<file path="src/rtl/lcd_wave_pkg.sv">
package lcd_wave_pkg;

    localparam int NCOM   = 4;
    localparam int SLOT_W = 2;

    typedef enum logic [1:0] {
        LV_GND   = 2'b00,
        LV_THIRD = 2'b01,
        LV_TWO3  = 2'b10,
        LV_FULL  = 2'b11
    } lvl_t;

    typedef enum logic {
        PH_POS = 1'b0,
        PH_NEG = 1'b1
    } phase_t;

    // number of common slots per frame for a duty strap value
    function automatic logic [2:0] slot_count(input logic [1:0] duty);
        return 3'(duty) + 3'd1;
    endfunction

    // slot in which common k is selected, after folding
    function automatic logic [SLOT_W-1:0] com_slot(input logic [1:0] duty,
                                                   input logic [SLOT_W-1:0] k);
        logic [SLOT_W-1:0] s;
        case (duty)
            2'b00:   s = '0;
            2'b01:   s = {1'b0, k[0]};
            2'b10:   s = (k == 2'd3) ? 2'd1 : k;
            default: s = k;
        endcase
        return s;
    endfunction

    function automatic lvl_t com_code(input logic sel, input logic neg, input logic half);
        lvl_t c;
        if (sel)       c = neg ? LV_GND : LV_FULL;
        else if (half) c = LV_THIRD;
        else           c = neg ? LV_TWO3 : LV_THIRD;
        return c;
    endfunction

    function automatic lvl_t seg_code(input logic on, input logic neg, input logic half);
        lvl_t c;
        if (on)        c = neg ? LV_FULL : LV_GND;
        else if (half) c = LV_THIRD;
        else           c = neg ? LV_THIRD : LV_TWO3;
        return c;
    endfunction

endpackage

</file>
<file path="src/rtl/lcd_frame_timer.sv">
module lcd_frame_timer
    import lcd_wave_pkg::*;
#(
    parameter int FRAME_TICKS = 24,
    parameter int CKO_DIV     = 16
) (
    input  logic                          clk,
    input  logic                          rst_n,
    input  logic                          osc_tick,
    input  logic                          is_master,
    input  logic                          sync_in,
    input  logic [1:0]                    duty_sel,
    output logic [$clog2(FRAME_TICKS)-1:0] fcnt,
    output logic [SLOT_W-1:0]             slot,
    output logic                          neg,
    output logic                          sync_rise,
    output logic                          sync_out,
    output logic                          cko
);

    localparam int FW     = $clog2(FRAME_TICKS);
    localparam int HALF   = CKO_DIV / 2;
    localparam int DW     = (HALF > 1) ? $clog2(HALF) : 1;
    localparam logic [FW-1:0] F_LAST = FW'(FRAME_TICKS - 1);
    localparam logic [DW-1:0] D_LAST = DW'(HALF - 1);

    phase_t          phase_q, phase_d;
    logic [FW-1:0]   fcnt_q, fcnt_d;
    logic            sync_q;
    logic [DW-1:0]   dcnt_q;
    logic            ck_q;
    logic            frame_end;

    assign sync_rise = !is_master && sync_in && !sync_q;
    assign frame_end = osc_tick && (fcnt_q == F_LAST);

    // phase state machine and frame counter: register process
    always_ff @(posedge clk) begin
        if (!rst_n) begin
            phase_q <= PH_POS;
            fcnt_q  <= '0;
            sync_q  <= 1'b0;
        end else begin
            phase_q <= phase_d;
            fcnt_q  <= fcnt_d;
            sync_q  <= sync_in;
        end
    end

    // next-state logic
    always_comb begin
        phase_d = phase_q;
        fcnt_d  = fcnt_q;
        if (sync_rise) begin
            phase_d = PH_POS;
            fcnt_d  = '0;
        end else if (osc_tick) begin
            if (frame_end) begin
                fcnt_d = '0;
                unique case (phase_q)
                    PH_POS: phase_d = PH_NEG;
                    PH_NEG: phase_d = PH_POS;
                endcase
            end else begin
                fcnt_d = fcnt_q + 1'b1;
            end
        end
    end

    // free-running tick divider for the cascade clock
    always_ff @(posedge clk) begin
        if (!rst_n) begin
            dcnt_q <= '0;
            ck_q   <= 1'b0;
        end else if (osc_tick) begin
            if (dcnt_q == D_LAST) begin
                dcnt_q <= '0;
                ck_q   <= ~ck_q;
            end else begin
                dcnt_q <= dcnt_q + 1'b1;
            end
        end
    end

    // output process
    always_comb begin
        int prod;
        prod     = int'(fcnt_q) * int'(slot_count(duty_sel));
        slot     = SLOT_W'(prod / FRAME_TICKS);
        fcnt     = fcnt_q;
        neg      = (phase_q == PH_NEG);
        sync_out = is_master && (phase_q == PH_POS) && (fcnt_q == '0);
        cko      = is_master && ck_q;
    end

endmodule

</file>
<file path="src/rtl/lcd_com_drive.sv">
module lcd_com_drive
    import lcd_wave_pkg::*;
(
    input  logic [1:0]            duty_sel,
    input  logic [SLOT_W-1:0]     slot,
    input  logic                  neg,
    input  logic                  bias_half,
    input  logic                  en,
    output logic [NCOM-1:0][1:0]  com_lvl
);

    for (genvar k = 0; k < NCOM; k++) begin : g_com
        logic sel;
        assign sel = (com_slot(duty_sel, SLOT_W'(k)) == slot);
        assign com_lvl[k] = en ? com_code(sel, neg, bias_half) : LV_GND;
    end

endmodule

</file>
<file path="src/rtl/lcd_seg_drive.sv">
module lcd_seg_drive
    import lcd_wave_pkg::*;
#(
    parameter int NSEG = 80
) (
    input  logic [NCOM-1:0][NSEG-1:0] row_bits,
    input  logic [SLOT_W-1:0]         slot,
    input  logic                      neg,
    input  logic                      bias_half,
    input  logic                      en,
    output logic [NSEG-1:0][1:0]      seg_lvl
);

    logic [NSEG-1:0] cur_row;
    assign cur_row = row_bits[slot];

    for (genvar j = 0; j < NSEG; j++) begin : g_seg
        assign seg_lvl[j] = en ? seg_code(cur_row[j], neg, bias_half) : LV_GND;
    end

endmodule

</file>
<file path="src/rtl/lcd_wave_seq.sv">
module lcd_wave_seq
    import lcd_wave_pkg::*;
#(
    parameter int NSEG        = 80,
    parameter int FRAME_TICKS = 24,
    parameter int CKO_DIV     = 16
) (
    input  logic                      clk,
    input  logic                      rst_n,
    input  logic                      osc_tick,
    input  logic [1:0]                duty_sel,
    input  logic                      bias_half,
    input  logic                      is_master,
    input  logic                      sync_in,
    input  logic                      disp_en,
    input  logic [NCOM-1:0][NSEG-1:0] row_bits,
    output logic                      sync_out,
    output logic                      cko,
    output logic [NCOM-1:0][1:0]      com_lvl,
    output logic [NSEG-1:0][1:0]      seg_lvl
);

    localparam int FW = $clog2(FRAME_TICKS);

    logic [FW-1:0]     fcnt_w;
    logic [SLOT_W-1:0] slot_w;
    logic              neg_w;
    logic              sync_rise_w;

    lcd_frame_timer #(
        .FRAME_TICKS (FRAME_TICKS),
        .CKO_DIV     (CKO_DIV)
    ) u_timer (
        .clk       (clk),
        .rst_n     (rst_n),
        .osc_tick  (osc_tick),
        .is_master (is_master),
        .sync_in   (sync_in),
        .duty_sel  (duty_sel),
        .fcnt      (fcnt_w),
        .slot      (slot_w),
        .neg       (neg_w),
        .sync_rise (sync_rise_w),
        .sync_out  (sync_out),
        .cko       (cko)
    );

    lcd_com_drive u_com (
        .duty_sel  (duty_sel),
        .slot      (slot_w),
        .neg       (neg_w),
        .bias_half (bias_half),
        .en        (disp_en && is_master),
        .com_lvl   (com_lvl)
    );

    lcd_seg_drive #(
        .NSEG (NSEG)
    ) u_seg (
        .row_bits  (row_bits),
        .slot      (slot_w),
        .neg       (neg_w),
        .bias_half (bias_half),
        .en        (disp_en),
        .seg_lvl   (seg_lvl)
    );

endmodule

</file>
<file path="config.mk">
export PLATFORM = sky130hd
export DESIGN_NAME = lcd_wave_seq
export DESIGN_NICKNAME = d
export VERILOG_FILES = /design/src/rtl/lcd_wave_pkg.sv /design/src/rtl/lcd_frame_timer.sv /design/src/rtl/lcd_com_drive.sv /design/src/rtl/lcd_seg_drive.sv /design/src/rtl/lcd_wave_seq.sv
export SDC_FILE = /design/constraint.sdc
export NUM_CORES = 1
export LEC_CHECK = 0
export ABC_AREA = 1
export BUFFER_PORTS_ARGS = -buffer_cell sky130_fd_sc_hd__clkbuf_2
export CAP_MARGIN = 30
export CORE_AREA = 2 2 195 197
export CTS_BUF_LIST = sky130_fd_sc_hd__clkbuf_4
export DETAILED_ROUTE_END_ITERATION = 12
export DIE_AREA = 0 0 197 199
export PLACE_DENSITY = 0.39
export SLEW_MARGIN = 20
export SYNTH_ARGS = -nofsm -noshare
export SYNTH_HDL_FRONTEND = slang
export SYNTH_SLANG_ARGS = --single-unit
</file>
<file path="constraint.sdc">
create_clock -name clk -period 6.5 [get_ports clk]
set_clock_uncertainty 0.1 [all_clocks]
set_input_delay 0.65 -clock clk [delete_from_list [all_inputs] [get_ports clk]]
set_output_delay 0.65 -clock clk [all_outputs]
set_load 0.01 [all_outputs]
</file>
==> results of run 1 <==
## stage by stage
step	instances	hold WS [ns]	total power, mW
after floorplan	1197	0.344	0.238
after global placement	2089	0.355	0.428
after detailed placement	2089	0.362	0.426
after CTS	2093	0.373	0.480
after global routing	2103	0.385	0.520
final	2103	0.375	0.475
## power by group through the flow
stage | Sequential [mW] | Clock, mW | Combinational [mW]
finish | 0.0723 | 0.0510 | 0.351
detailed placement | 0.0739 | 0 | 0.353
global route | 0.0727 | 0.0583 | 0.389
global placement | 0.0739 | 0 | 0.354
CTS | 0.0724 | 0.0536 | 0.355
floorplan | 0.0732 | 0 | 0.165
## worst min-delay path by stage
stage / startpoint / to / slack (ns) / cells after the start
detailed placement: u_timer.dcnt_q[1] / u_timer.dcnt_q[1] / 0.36 / 2
global placement: u_timer.dcnt_q[1] / u_timer.dcnt_q[1] / 0.35 / 2
CTS: u_timer.dcnt_q[1] / u_timer.dcnt_q[1] / 0.37 / 2
global route: u_timer.dcnt_q[1] / u_timer.dcnt_q[1] / 0.39 / 2
floorplan: u_timer.dcnt_q[1] / u_timer.dcnt_q[1] / 0.34 / 2
finish: u_timer.dcnt_q[1] / u_timer.dcnt_q[1] / 0.38 / 2
## cell type report
class,instances,share of cell area
diodes,1,0.000286
clock buffers,4,0.00344
inverters,48,0.0215
multi-input cells,1034,0.554
flip-flops and latches,11,0.0252
well taps,474,0.0679
repair buffers,530,0.327
repair inverters,1,0.000573
## what timing repair did
action | CTS | global route
gates resized for setup | 0 | 3
endpoints found under the setup margin | 0 | 11
endpoints found under the hold margin | 0 | 0
buffers inserted | 0 | 7
## cell usage after synthesis (all sizes together)
cell,number,share of area
o31ai,3,0.0040
a211oi,2,0.0026
o21ai,5,0.0044
dfxtp,11,0.039
ha,15,0.033
nand4,7,0.0077
inv,47,0.031
or2,1,0.0011
nand3,422,0.38
xor2,3,0.0046
fa,4,0.014
buf,60,0.052
nor2,183,0.12
clkbuf,45,0.030
nand2,295,0.20
a21oi,89,0.078
nor3,4,0.0035
clkinv,1,0.00066
## logic make-up (layout without fill, tap and decap cells)
kind of cell    Yosys count  count (layout)  synth area share
flops                    11              11            0.0388
xor+xnor                  3               3           0.00463
fa+ha+maj                19              19            0.0472
compound gates           99              99            0.0895
simple gates            912             913             0.706
other cells               0               1                 0
buf+inv                 153             583             0.114
## layer usage
metal  track usage  up-vias
met1         0.199     4410
met4        0.0521        2
li1              -     4877
met3        0.0292       50
met5             0        -
met2         0.296      421
## worst min-delay path, cell delays in order, from the launching register on
cell     delay (ns)
dfxtp_1        0.32
nand2_1        0.06
a21oi_1        0.06
## sequential cells by signal, summed over array words and instances (netlist names)
name	flops
u_timer.dcnt_q	3
u_timer.neg	1
u_timer.ck_q	1
u_timer.fcnt	5
u_timer.sync_q	1
==> key figures, run 1 <==
Worst setup path
  • Cell depth of the worst flop-to-flop path: 3
  • CP Buf/Inv Count: 6
  • Cell repeated most along the worst path: nand2_1
  • R2R Setup Slk: roughly 4.7 ns
  • Endpoint class of the critical path: output pin
  • Crit-path max FO: 16
  • R2R Path End: u_timer.neg
  • Required time of the critical path: roughly 5.8 ns
  • Setup crit end: seg_lvl[150]
  • Slowest cell on the critical path: fa_1
  • CP peak stage delay: ~0.43 ns
  • Critical Path AT: around 5.3 ns
  • CP Class: input pin to output pin
  • Crit path launch: duty_sel[0]
  • Crit start category: input pin
  • Reg2reg start: u_timer.neg
  • Crit path max-delay family: simple AND/OR/NAND/NOR gates
  • Crit. path cell count: 31

Drt
  • WL/cell: 17.1 um
  • Met2 wire len: 17,300 um
  • Routed Antenna Nets: 0
  • DR vias/cell: 4.64
  • # DRC: 0
  • Via count: roughly 9,800
  • Final WL: between 30,000 and 40,000 um
  • Drt first pass iters: 6
  • Met1 WL: between 10,000 and 15,000 um
  • Metal3 WL: between 2000 and 3000 um
  • Top layer in use: met5
  • Number of DRC markers in iteration 0: 548

Power
  • Sequential share of power: 0.152
  • Comb pwr share: 0.740
  • Peak VDD IR: around 0.13 mV
  • Int Pwr: ~0.26 mW
  • Clock power frac: 0.107
  • Psw: ~0.22 mW
  • Sw Share: 0.457
  • Leak: around 5.1 nW
  • Power Density: between 50 and 60 mW/mm^2

Run
  • MaxCap Viol Count: 0

Logic synthesis
  • Synthesized flop and latch total: 11
  • Syn Nets: between 1,500 and 2,000
  • Synthesized area: between 0.005 and 0.006 sq mm
  • Syn Area/Cell: 4.74 sq um
  • Sequential element share of the synthesized area: 0.0388
  • Mapped Cells: 1,197
  • Yosys Warn Count: 0
  • Netlist cell types: 27

Floorplan
  • Core Area: ~0.037 sq mm
  • Initial core utilization: 0.153
  • Die X: between 150 and 200 um
  • IO Pins: around 500
  • Die ar.: 0.0392 sq mm
  • Die H: 199 um
  • Row count: 71

Cells and area
  • Fill cell count: roughly 4,400
  • Sequential Area: between 200 and 250 sq um
  • Synthesis-to-layout area growth: 54.0%
  • Fin area: a little under 0.009 sq mm
  • Utilization after layout: 0.235
  • Multi-input logic area: around 0.0048 sq mm
  • Final nets: just under 2,000
  • Most frequent cells in the layout: 497 x clkbuf_2, 420 x nand3_1, 291 x nand2_1
  • Commonest non-fill, non-tap cell in the layout: clkbuf_2
  • Share of post-route cells with drive strength above 1: 0.337

STA
  • Worst Slack Setup Final: between 0.4 and 0.5 ns
  • Final worst path period share: 0.932
  • Setup violators final: 0
  • Final Max Tran Viols: 0
  • Tightest Pin Transition: 0.852 ns
  • Max Clk Rate: between 0.15 and 0.2 GHz
  • Fin. Hold Viols: 0
  • Setup TNS Final: 0 ns
  • Rel. slew slack: 0.427
  • Min Tclk post-route: between 6 and 7 ns

Global routing
  • Total GRT Usage: 0.165
  • First-pass GRT wire length: around 51,000 um
  • Vias in the first global route: between 8,000 and 9,000
  • Largest net degree at the start of global routing: around 160
  • Grt ovf: 0
  • Initial antenna violation count: 2

Clock network
  • CTS tree: yes
  • Num CTS Buffers: 3
  • Worst-path clk slew: 0.07 ns
  • Clock Root Buffer: clkbuf_4
  • Clk_lat worst skew: 0.27 ns
  • CTS max path bufs: 2
  • Clock H-tree levels: 1
  • Hold-fix buffers, CTS: 0
  • CTS sink count: 11

Place
  • # port buffers: between 400 and 500
  • Gpl congestion: ~0.88
  • Placed inst area: between 0.008 and 0.009 sq mm
  • Setup WS pre-CTS: 0.394 ns
  • Dpl hpwl: approximately 27,000 um

Hold path
  • Worst hold path class: flop to flop

Run status
  • Outcome: complete, no violations
Power figures use the tool's default switching activity.
==> inputs of run 2 (changes only) <==
==> constraint.sdc (replaced) <==
create_clock -name clk -period 6.85 [get_ports clk]
set_clock_uncertainty 0.1 [all_clocks]
set_input_delay 0.685 -clock clk [delete_from_list [all_inputs] [get_ports clk]]
set_output_delay 0.685 -clock clk [all_outputs]
set_load 0.01 [all_outputs]
==> key figures, run 2 (synthesis gave the netlist of run 1 again) <==
Cells and area
  • Largest register FFs: 5 (unchanged)
  • Most frequent cells in the layout: 497 x clkbuf_2, 420 x nand3_1, 292 x nand2_1 (was 497 x clkbuf_2, 420 x nand3_1, 291 x nand2_1)
  • Final nets: 1,961 (was 1,977)
  • Share of post-route cells with drive strength above 1: 0.329 (was 0.337)
  • Post-Layout Cell Count: 2,088 (was 2,103)
  • Synthesis-to-layout area growth: 51.1% (was 54.0%)
  • Commonest non-fill, non-tap cell in the layout: clkbuf_2 (unchanged)

Floorplan
  • Die H: 199 um (unchanged)
  • IO Pins: 499 (unchanged)
  • Core Area: 0.0371 sq mm (unchanged)
  • Row count: 71 (unchanged)
  • Die X: 197 um (unchanged)
  • Die ar.: 0.0392 sq mm (unchanged)
  • Initial core utilization: 0.153 (unchanged)

Place
  • Cells after DPL: 2,082 (was 2,089)
  • Dpl hpwl: 28,300 um (was 27,400 um)
  • Gpl congestion: 0.858 (was 0.877)
  • # port buffers: 498 (unchanged)

Worst setup path
  • Critical Path AT: 5.41 ns (was 5.30 ns)
  • Crit path max-delay family: adder cells (was simple AND/OR/NAND/NOR gates)
  • Crit. path cell count: 27 (was 31)
  • R2R Path End: u_timer.neg (unchanged)
  • Cell repeated most along the worst path: nand2_1 (unchanged)
  • Slowest cell on the critical path: fa_1 (unchanged)
  • CP Buf/Inv Count: 7 (was 6)
  • Crit start category: input pin (unchanged)
  • Setup crit end: seg_lvl[159] (was seg_lvl[150])
  • Crit path launch: duty_sel[0] (unchanged)
  • Required time of the critical path: 6.06 ns (was 5.75 ns)
  • Cell depth of the worst flop-to-flop path: 3 (unchanged)
  • CP Class: input pin to output pin (unchanged)
  • Reg2reg start: u_timer.neg (unchanged)
  • CP peak stage delay: 0.43 ns (about the same)
  • Crit-path max FO: 49 (was 16)
  • Endpoint class of the critical path: output pin (unchanged)
  • R2R Setup Slk: 5.06 ns (was 4.70 ns)

Clock network
  • Clock H-tree levels: 1 (unchanged)
  • Clk_lat worst skew: 0.27 ns (about the same)
  • Setup bufs post-CTS: 0 (unchanged)
  • Worst-path clk slew: 0.07 ns (about the same)
  • Hold-fix buffers, CTS: 0 (unchanged)
  • Num CTS Buffers: 3 (unchanged)
  • Cts repair resizes: 0 (unchanged)
  • Clock Root Buffer: clkbuf_4 (unchanged)
  • CTS tree: yes (unchanged)
  • CTS max path bufs: 2 (unchanged)
  • CTS sink count: 11 (unchanged)

STA
  • Max Clk Rate: approximately 0.16 GHz
  • Final Max Tran Viols: 0 (unchanged)
  • Final worst path period share: 0.905
  • Rel. slew slack: 0.410 (was 0.427)
  • Setup TNS Final: 0 ns (unchanged)
  • Min Tclk post-route: 6.20 ns
  • Setup violators final: 0 (unchanged)
  • Fin. Hold Viols: 0 (unchanged)
  • RSZ-0062 raised after global routing: false
  • Tightest Pin Transition: 0.878 ns (was 0.852 ns)

Drt
  • Drt first pass iters: 5 (was 6)
  • Via count: 9,767 (was 9,760)
  • WL/cell: 17.7 um (was 17.1 um)
  • # DRC: 0 (unchanged)
  • Number of DRC markers in iteration 0: 513 (was 548)
  • DR vias/cell: 4.68 (was 4.64)
  • Final WL: 37,000 um (was 36,000 um)
  • Routed Antenna Nets: 0 (unchanged)

Run status
  • Outcome: complete, no violations (unchanged)

Global routing
  • Vias in the first global route: 9,162 (was 8,888)
  • Grt ovf: 0 (unchanged)
  • Largest net degree at the start of global routing: 97 (was 161)
  • Initial antenna violation count: 2 (unchanged)
  • First-pass GRT wire length: 53,400 um (was 50,800 um)
  • Total GRT Usage: 0.174 (was 0.165)

Power
  • Final Power: 0.450 mW (was 0.475 mW)
  • Peak VDD IR: 0.0788 mV (was 0.133 mV)
  • Power Density: 52.5 mW/mm^2 (was 54.3 mW/mm^2)
  • Leak: 4.98 nW (was 5.08 nW)

Run
  • MaxCap Viol Count: 0 (unchanged)

Hold path
  • Worst hold path class: flop to flop (unchanged)
==> run 2: cell count changes in the layout (fill, tap and decap cells not counted), sizes merged <==
cell    previous run  this run
inv               44        45
diode              1         2
nand2            296       295
buf               33        19
clkinv             5         3
==> run 2: report_power, final <==
part           internal (mW)  total (mW)  leakage [nW]  switching [mW]
combinational          0.152       0.334          4.87           0.182
sequential            0.0664      0.0687        0.0898         0.00224
clock                 0.0265      0.0482        0.0184          0.0217
==> run 2: through the flow <==
stage	cell area [sq um]	utilization	worst slack [ns]	hold WS, ns
global placement	8540	0.230	0.603	0.354
finish	8570	0.231	0.654	0.384
CTS	8570	0.231	0.557	0.379
global route	8570	0.231	0.187	0.390
detailed placement	8540	0.230	0.567	0.363
floorplan	5680	-	1.70	0.344
==> run 2: per-layer routing <==
metal	up-vias	share of wire	GRT usage
li1	4854	-	-
met1	4481	0.42	0.217
met2	406	0.50	0.317
met3	26	0.064	0.0263
met4	0	0.016	0.0315
met5	-	0	0
==> run 2: final cells by class <==
cell class	instances	area (sq um)
sequential	11	220
inverter	48	188
timing repair buffer	516	2710
multi-input combinational	1033	4830
antenna	2	5.00
fill	4464	28600
clock buffer	4	30.0
tap	474	593
==> run 2: how the worst min path moves through the flow <==
stage | start | end | slack (ns) | cells after the start
after floorplan | u_timer.dcnt_q[1] | u_timer.dcnt_q[1] | 0.34 | 2
after global placement | u_timer.dcnt_q[1] | u_timer.dcnt_q[1] | 0.35 | 2
after detailed placement | u_timer.dcnt_q[1] | u_timer.dcnt_q[1] | 0.36 | 2
after CTS | u_timer.dcnt_q[1] | u_timer.dcnt_q[1] | 0.38 | 2
after global routing | u_timer.dcnt_q[1] | u_timer.dcnt_q[1] | 0.39 | 2
final | u_timer.dcnt_q[0] | u_timer.dcnt_q[0] | 0.38 | 1
